## config.mk

```make
export PLATFORM = sky130hd
export DESIGN_NAME = gpio_multibank
export DESIGN_NICKNAME = d
export VERILOG_FILES = /design/src/rtl/gpio_irq_pkg.sv /design/src/rtl/gpio_pin_sync.sv /design/src/rtl/gpio_irq_detect.sv /design/src/rtl/gpio_bank.sv /design/src/rtl/gpio_multibank.sv
export SDC_FILE = /design/constraint.sdc
export NUM_CORES = 1
export LEC_CHECK = 0
export BUFFER_PORTS_ARGS = -buffer_cell sky130_fd_sc_hd__buf_4
export CAP_MARGIN = 40
export CORE_MARGIN = 2
export CORE_UTILIZATION = 38
export CTS_CLUSTER_DIAMETER = 40
export CTS_CLUSTER_SIZE = 16
export DETAILED_ROUTE_END_ITERATION = 10
export PLACE_DENSITY = 0.57
export SLEW_MARGIN = 0
export SYNTH_ARGS = -nofsm -noshare
export SYNTH_HDL_FRONTEND = slang
export SYNTH_SLANG_ARGS = --single-unit
```

## constraint.sdc

```tcl
create_clock -name clk -period 3.15 [get_ports clk]
set_clock_uncertainty 0.05 [all_clocks]
set_input_delay 0.1575 -clock clk [delete_from_list [all_inputs] [get_ports clk]]
set_output_delay 0.1575 -clock clk [all_outputs]
set_load 0.01 [all_outputs]
```

## src/rtl/gpio_irq_pkg.sv

```systemverilog
package gpio_irq_pkg;

    localparam int PINS      = 32;
    localparam int SPAN_BITS = 6;   // 64-byte window per bank

    // word index = byte offset [5:2]
    typedef enum logic [3:0] {
        REG_DATA = 4'h0,
        REG_DIR  = 4'h1,
        REG_EN   = 4'h8,
        REG_T0   = 4'h9,
        REG_T1   = 4'hA,
        REG_T2   = 4'hB,
        REG_STAT = 4'hC
    } reg_sel_e;

    typedef enum logic [2:0] {
        SENSE_FALL,
        SENSE_RISE,
        SENSE_BOTH,
        SENSE_LOW,
        SENSE_HIGH
    } sense_e;

    function automatic sense_e decode_sense(input logic t0, input logic t1, input logic t2);
        if (t1)      return t0 ? SENSE_HIGH : SENSE_LOW;
        else if (t2) return SENSE_BOTH;
        else         return t0 ? SENSE_RISE : SENSE_FALL;
    endfunction

endpackage

```

## src/rtl/gpio_pin_sync.sv

```systemverilog
module gpio_pin_sync #(
    parameter int W = 32
) (
    input  logic         clk,
    input  logic         rst_n,
    input  logic [W-1:0] raw_in,
    output logic [W-1:0] sync_out
);
    logic [W-1:0] stage_q;

    always_ff @(posedge clk) begin
        if (!rst_n) begin
            stage_q  <= '0;
            sync_out <= '0;
        end else begin
            stage_q  <= raw_in;
            sync_out <= stage_q;
        end
    end
endmodule

```

## src/rtl/gpio_irq_detect.sv

```systemverilog
module gpio_irq_detect
    import gpio_irq_pkg::*;
#(
    parameter int W = 32
) (
    input  logic         clk,
    input  logic         rst_n,
    input  logic [W-1:0] cur,
    input  logic [W-1:0] enable,
    input  logic [W-1:0] type0,
    input  logic [W-1:0] type1,
    input  logic [W-1:0] type2,
    input  logic [W-1:0] clr,
    output logic [W-1:0] status
);
    logic [W-1:0] prev_q;
    logic [W-1:0] hit;

    for (genvar i = 0; i < W; i++) begin : g_pin
        sense_e mode;
        logic   ev;
        assign mode = decode_sense(type0[i], type1[i], type2[i]);
        always_comb begin
            unique case (mode)
                SENSE_FALL: ev = prev_q[i] & ~cur[i];
                SENSE_RISE: ev = ~prev_q[i] & cur[i];
                SENSE_BOTH: ev = prev_q[i] ^ cur[i];
                SENSE_LOW:  ev = ~cur[i];
                SENSE_HIGH: ev = cur[i];
                default:    ev = 1'b0;
            endcase
        end
        assign hit[i] = ev & enable[i];
    end

    always_ff @(posedge clk) begin
        if (!rst_n) begin
            prev_q <= '0;
            status <= '0;
        end else begin
            prev_q <= cur;
            status <= (status & ~clr) | hit;   // set wins over clear
        end
    end
endmodule

```

## src/rtl/gpio_bank.sv

```systemverilog
module gpio_bank
    import gpio_irq_pkg::*;
#(
    parameter int W = PINS
) (
    input  logic         clk,
    input  logic         rst_n,
    input  logic         wr,
    input  reg_sel_e     rsel,
    input  logic [W-1:0] wdata,
    input  logic [W-1:0] pad_in,
    output logic [W-1:0] rdata,
    output logic [W-1:0] pad_out,
    output logic [W-1:0] pad_oe,
    output logic [W-1:0] status,
    output logic [W-1:0] enable
);
    logic [W-1:0] data_q, dir_q, en_q, t0_q, t1_q, t2_q;
    logic [W-1:0] sync_v;
    logic [W-1:0] clr;

    always_ff @(posedge clk) begin
        if (!rst_n) begin
            data_q <= '0;
            dir_q  <= '0;
            en_q   <= '0;
            t0_q   <= '0;
            t1_q   <= '0;
            t2_q   <= '0;
        end else if (wr) begin
            unique case (rsel)
                REG_DATA: data_q <= wdata;
                REG_DIR:  dir_q  <= wdata;
                REG_EN:   en_q   <= wdata;
                REG_T0:   t0_q   <= wdata;
                REG_T1:   t1_q   <= wdata;
                REG_T2:   t2_q   <= wdata;
                default:  ;
            endcase
        end
    end

    assign clr = (wr && rsel == REG_STAT) ? wdata : '0;

    gpio_pin_sync #(.W(W)) u_sync (
        .clk(clk), .rst_n(rst_n), .raw_in(pad_in), .sync_out(sync_v)
    );

    gpio_irq_detect #(.W(W)) u_det (
        .clk(clk), .rst_n(rst_n), .cur(sync_v), .enable(en_q),
        .type0(t0_q), .type1(t1_q), .type2(t2_q), .clr(clr), .status(status)
    );

    always_comb begin
        unique case (rsel)
            REG_DATA: rdata = (dir_q & data_q) | (~dir_q & sync_v);
            REG_DIR:  rdata = dir_q;
            REG_EN:   rdata = en_q;
            REG_T0:   rdata = t0_q;
            REG_T1:   rdata = t1_q;
            REG_T2:   rdata = t2_q;
            REG_STAT: rdata = status;
            default:  rdata = '0;
        endcase
    end

    assign pad_out = data_q;
    assign pad_oe  = dir_q;
    assign enable  = en_q;
endmodule

```

## src/rtl/gpio_multibank.sv

```systemverilog
module gpio_multibank
    import gpio_irq_pkg::*;
#(
    parameter  int NB     = 2,
    localparam int BANK_W = (NB > 1) ? $clog2(NB) : 1,
    localparam int ADDR_W = BANK_W + SPAN_BITS,
    localparam int TOT    = NB * PINS
) (
    input  logic              clk,
    input  logic              rst_n,
    input  logic [ADDR_W-1:0] bus_addr,
    input  logic [31:0]       bus_wdata,
    input  logic              bus_we,
    output logic [31:0]       bus_rdata,
    input  logic [TOT-1:0]    pad_in,
    output logic [TOT-1:0]    pad_out,
    output logic [TOT-1:0]    pad_oe,
    output logic              irq_out
);
    logic [BANK_W-1:0] bank_idx;
    logic              word_ok;
    reg_sel_e          rsel;
    logic [NB-1:0]     hit;
    logic [31:0]       bank_rd [NB];
    logic [TOT-1:0]    stat_all;
    logic [TOT-1:0]    en_all;

    assign bank_idx = bus_addr[ADDR_W-1:SPAN_BITS];
    assign word_ok  = (bus_addr[1:0] == 2'b00);
    assign rsel     = reg_sel_e'(bus_addr[SPAN_BITS-1:2]);

    for (genvar b = 0; b < NB; b++) begin : g_bank
        assign hit[b] = word_ok && (bank_idx == BANK_W'(b));
        gpio_bank #(.W(PINS)) u_bank (
            .clk     (clk),
            .rst_n   (rst_n),
            .wr      (bus_we & hit[b]),
            .rsel    (rsel),
            .wdata   (bus_wdata),
            .pad_in  (pad_in[b*PINS +: PINS]),
            .rdata   (bank_rd[b]),
            .pad_out (pad_out[b*PINS +: PINS]),
            .pad_oe  (pad_oe[b*PINS +: PINS]),
            .status  (stat_all[b*PINS +: PINS]),
            .enable  (en_all[b*PINS +: PINS])
        );
    end

    always_comb begin
        bus_rdata = '0;
        for (int b = 0; b < NB; b++) begin
            if (hit[b]) bus_rdata = bus_rdata | bank_rd[b];
        end
    end

    assign irq_out = |(stat_all & en_all);
endmodule

```

-- After elaboration in Yosys (flattened, before gate mapping)
Index checks and enable logic that the tools add are counted.
- eq/ne operators: 262
- mux-type cells: 326
- bitwise logic cells: 403
- reductions and logical operators: 83
- operators by type and width (kind ; number):
    $pmux W32 S7 ; 2
    $eq A3 B2 Y1 const B ; 128
    $mux W3 ; 128
    $pmux W1 S5 ; 64
    $and A1 B1 Y1 ; 194
    $and A32 B32 Y32 ; 6
    $eq A3 B1 Y1 const B ; 64
    $eq A3 B3 Y1 const B ; 64
    $logic_not A3 Y1 ; 64
    $or A32 B32 Y32 ; 5
    $not A1 Y1 ; 129
    $mux W2 ; 64
    $mux W32 ; 4
    $not A32 Y32 ; 4
    $and A64 B64 Y64 ; 1
    $mux W1 ; 64
    $reduce_or A64 Y1 ; 1
    $xor A1 B1 Y1 ; 64
    $reduce_and A2 Y1 ; 12
    $eq A4 B4 Y1 const B ; 5
    $eq A4 B1 Y1 const B ; 1
    $logic_and A1 B1 Y1 ; 4
    $logic_not A4 Y1 ; 1
    $logic_not A2 Y1 ; 1
- register bits: 640
- input bits: 106
- output and inout port bits: 161
- logic and storage cells: 1094

-- Logic depth before layout (Yosys ltp)
- depth in word-level cells: 8
- depth in mapped cells: 9
- gate-level depth less buffers: 6

-- Cells and area by module
A second synthesis with hierarchy kept.
- cell total of the unflattened synthesis: 3657
- area, all modules: 31126.1 um^2
- modules (own cells, without submodules) (module ; times used ; cells each ; area an instance (um^2) ; sequential area each (um^2)):
    gpio_bank ; 2 ; 1164 ; 9157.5 ; 3843.7
    gpio_irq_detect ; 2 ; 491 ; 4264.1 ; 1281.2
    gpio_pin_sync ; 2 ; 134 ; 1791.7 ; 1281.2
    gpio_multibank ; 1 ; 79 ; 699.4 ; 0.0

-- Worst setup path before layout
OpenSTA, ideal clock, no wires.
- path type: input -> output
- start: in bus_addr[2]
- end: out bus_rdata[25]
- arrival: 1.470 ns
- data required time: 2.942 ns
- slack: 1.472 ns
- stages: 8
- buffers on the path: 4
- cells stage by stage: buf_4 -> and4b_1 -> buf_2 -> buf_6 -> buf_6 -> a222oi_1 -> nand3_1 -> a22o_1
- longest elaborated chain between the ends: 5
- elaborated cells on any way between the ends: 12
- those cells by class: eq/ne: 6; mux: 4; bitwise: 1; reduce/logical: 1
- ends and longest elaborated chain (what ; RTL line ; RTL):
    from (decl) ; gpio_multibank.sv:11 ; input logic [ADDR_W-1:0] bus_addr,
    $eq A4 B4 Y1 (tied with other cells) ; gpio_bank.sv:55 ; unique case (rsel)
    $pmux W32 S7 ; gpio_bank.sv:55 ;
    $mux W32 ; gpio_multibank.sv:52 ; if (hit[b]) bus_rdata = bus_rdata | bank_rd[b];
    $or A32 B32 Y32 ; gpio_multibank.sv:52 ;
    $mux W32 * ; gpio_multibank.sv:52 ;
    to (decl) ; gpio_multibank.sv:14 ; output logic [31:0] bus_rdata,
Mark *: on every way between the ends. The rest lies on a longest branch, timed or not.

-- Worst setup path in the final report
- start: reg g_bank[0].u_bank.en_q[2]
- end: out irq_out
- longest elaborated chain between the ends: 2
- ends and longest elaborated chain (what ; RTL line ; RTL):
    from (decl) ; gpio_bank.sv:18 ; logic [W-1:0] data_q, dir_q, en_q, t0_q, t1_q, t2_q;
    from (signal assigned) ; gpio_bank.sv:34 ; REG_EN: en_q <= wdata;
    $and A64 B64 Y64 ; gpio_multibank.sv:56 ; assign irq_out = |(stat_all & en_all);
    $reduce_or A64 Y1 ; gpio_multibank.sv:56 ;
    to (decl) ; gpio_multibank.sv:18 ; output logic irq_out
Every way passes these cells.

==> impl_metrics.json <==
{
  "ys_warn_count": 0,
  "io_pins": 267,
  "clk_pin_slew_ns": 0.05,
  "cap_violations": 0,
  "root_buffer": "clkbuf_16",
  "async_reset_ff_frac": 0,
  "crit_path_max_incr_delay_ns": 0.70,
  "path_cells": "a221oi_1 -> nand4_1 -> or4_1 -> buf_4",
  "wl_mm": 110,
  "worstPathMaxFanout": 4,
  "nNetsFinal": 4074,
  "htree_levels": 3,
  "cts.sinks": 640,
  "avgRoutedWirePerCell_um": 22.0,
  "reg2reg_slack_ns": 1.46,
  "hold_viol": 0,
  "gr-usage-met2": 0.431,
  "layout_commonest_cell": "nand2_1",
  "end_kind": "primary output",
  "num_vias": 26800,
  "clockBufferDepth": 3,
  "grt_antenna_before_repair": 4,
  "cellLeakagePower_nw": 13.8,
  "tightest_slew_ns": 0.768,
  "tns_ns": 0,
  "gp_congestion": 0.863,
  "grtUsageMet3": 0.0486,
  "status": "finished clean",
  "power_density_nw_per_um2": 573,
  "chipWidth_um": 286,
  "grt_use_met1": 0.345,
  "die-area_um2": 81600,
  "min_path_type": "in2reg",
  "ys_types": 46,
  "critPathLaunchType": "register",
  "cpMaxStageDelayCell": "or4_1",
  "fin_crit_ns": 3.08,
  "most-common-layout-cells": "nand2_1 (923), dfxtp_1 (640), a21boi_0 (345)",
  "synth_edf_count": 0,
  "drtIter0Drc": 2491,
  "grt_pass1_vias": 26000,
  "setup_violations": 0,
  "fill_cells": 7591,
  "synth_fp_nets": 3772,
  "numPortBuffers": 266,
  "cp_top_family": "simple AND/OR/NAND/NOR gates",
  "relSlewSlack": 0.488,
  "path_buf_inv": 1,
  "required_ns": 2.94,
  "post_cts_buffers": 0,
  "holdWs_ns": 0.0959,
  "synth_top_area_frac": 0.425,
  "cp.arrival_ns": 2.88,
  "core_um2": 78700,
  "finalCritPeriodShare": 0.979,
  "dieHeight_um": 286,
  "peakVddDrop_mv": 0.515,
  "insertion_delay_ns": 0.67,
  "avgViaCountPerCell": 5.37,
  "drcViolationCount": 0,
  "max_freq_mhz": 324,
  "syn_area_um2": 30200,
  "grt_max_degree": 114,
  "syn_avg_cell_area_um2": 8.52,
  "layout-drive-gt1-share": 0.159,
  "dpl.hpwl_mm": 72.9,
  "path_class": "reg2out",
  "synthFlopType": "dfxtp_1",
  "slew_viol_final": 0,
  "start_util": 0.383,
  "syn-instance-count": 3538,
  "syn_to_final_growth_pct": 26.5,
  "ys_ff_latch": 640,
  "antenna_left": 0,
  "grt_pass1_wl_mm": 164,
  "multiInputGateArea_um2": 15800,
  "synthTopCellsByArea": "dfxtp_1 (42%), nand2_1 (11%), a21boi_0 (8.6%)",
  "grt_usage": 0.263,
  "yosys.area.top_type": "dfxtp_1",
  "rsz0062_at_grt": "no",
  "rows": 103,
  "overflow": 0,
  "dr.pass1.iters": 8,
  "numCtsBuffers": 115,
  "grt-busiest-layer": "met2",
  "cts_tree": "built",
  "seq_area_um2": 12800,
  "synth-seq-area-share": 0.425
}
## layer usage
metal	vias to the layer above	part of all wire	routed length [um]
li1	12700	-	-
met1	12900	0.43	47000
met2	998	0.46	50800
met3	198	0.073	8000
met4	4	0.034	3770
met5	-	0.00023	25
## timing repair
item,CTS,global route
endpoints found under the hold margin,512,0
endpoints found under the setup margin,0,1
gates resized for setup,0,1
hold buffers,97,0
## metrics by stage
step | utilization | total power, mW | instances | instance area (um^2) | setup WS [ns]
after CTS | 0.484 | 22.1 | 4989 | 38100 | 0.105
after floorplan | - | 8.93 | 3538 | 30200 | 1.47
after detailed placement | 0.422 | 9.35 | 4676 | 33200 | 0.517
after global routing | 0.485 | 22.5 | 4990 | 38200 | 0.0217
after global placement | 0.421 | 9.34 | 4675 | 33200 | 0.513
final | 0.485 | 21.9 | 4991 | 38200 | 0.0652
## final cells by class
cell class	count	share of cell area
antenna	2	0.000131
clock buffer	142	0.0826
clock inverter	74	0.0216
inverter	128	0.0126
multi-input combinational	2515	0.413
sequential	640	0.336
tap	1050	0.0344
timing repair buffer	440	0.100
## worst min-delay path, cell delays in order
cell and delay, ns:
buf_4 0.19, and3_1 0.26, nand2_1 0.10, a21boi_1 0.05
## worst paths after layout
| check | from | cells after the start | to |
|---|---|---|---|
| worst min register to register | g_bank[0].u_bank.u_sync.stage_q[6] | 1 | g_bank[0].u_bank.u_sync.sync_out[6] |
| worst max register to register | g_bank[0].u_bank.u_sync.sync_out[9] | 6 | g_bank[0].u_bank.u_det.status[9] |
| worst max-delay path | g_bank[0].u_bank.enable[2] | 4 | irq_out |
| worst min-delay path | bus_we | 4 | g_bank[0].u_bank.t0_q[6] |
## synth_stat cells, drive strengths merged (3+ instances only)
cell / number
o21a: 64
xnor2: 64
a221oi: 16
inv: 128
ha: 128
o22ai: 10
clkbuf: 147
mux2i: 11
nand4: 4
and3: 10
o211ai: 9
a22oi: 103
a222oi: 53
nand2: 923
nor3b: 6
nand3: 53
nor2: 11
a31oi: 5
buf: 108
dfxtp: 640
nor3: 11
and2: 194
a21oi: 69
a21boi: 512
mux2: 64
o21ai: 130
a22o: 49
and4bb: 3
## cell families (layout without fill, tap and decap cells)
group           count (synthesis)  count (layout)  share of synthesized area
xor+xnor                       64              64                     0.0186
flops                         640             640                      0.425
fa+ha+maj                     128             128                     0.0531
other cells                     0               2                          0
mux                            75              75                     0.0276
simple gates                 1226            1226                      0.177
buf+inv                       383             784                     0.0543
compound gates               1022            1022                      0.244
## power breakdown
group / internal [mW] / total, mW / switching, mW
clock network: 8.11 / 12.6 / 4.46
registers: 8.22 / 8.31 / 0.0924
logic: 0.430 / 0.973 / 0.542
total: 16.8 / 21.9 / 5.10
Power figures use the tool's default switching activity.
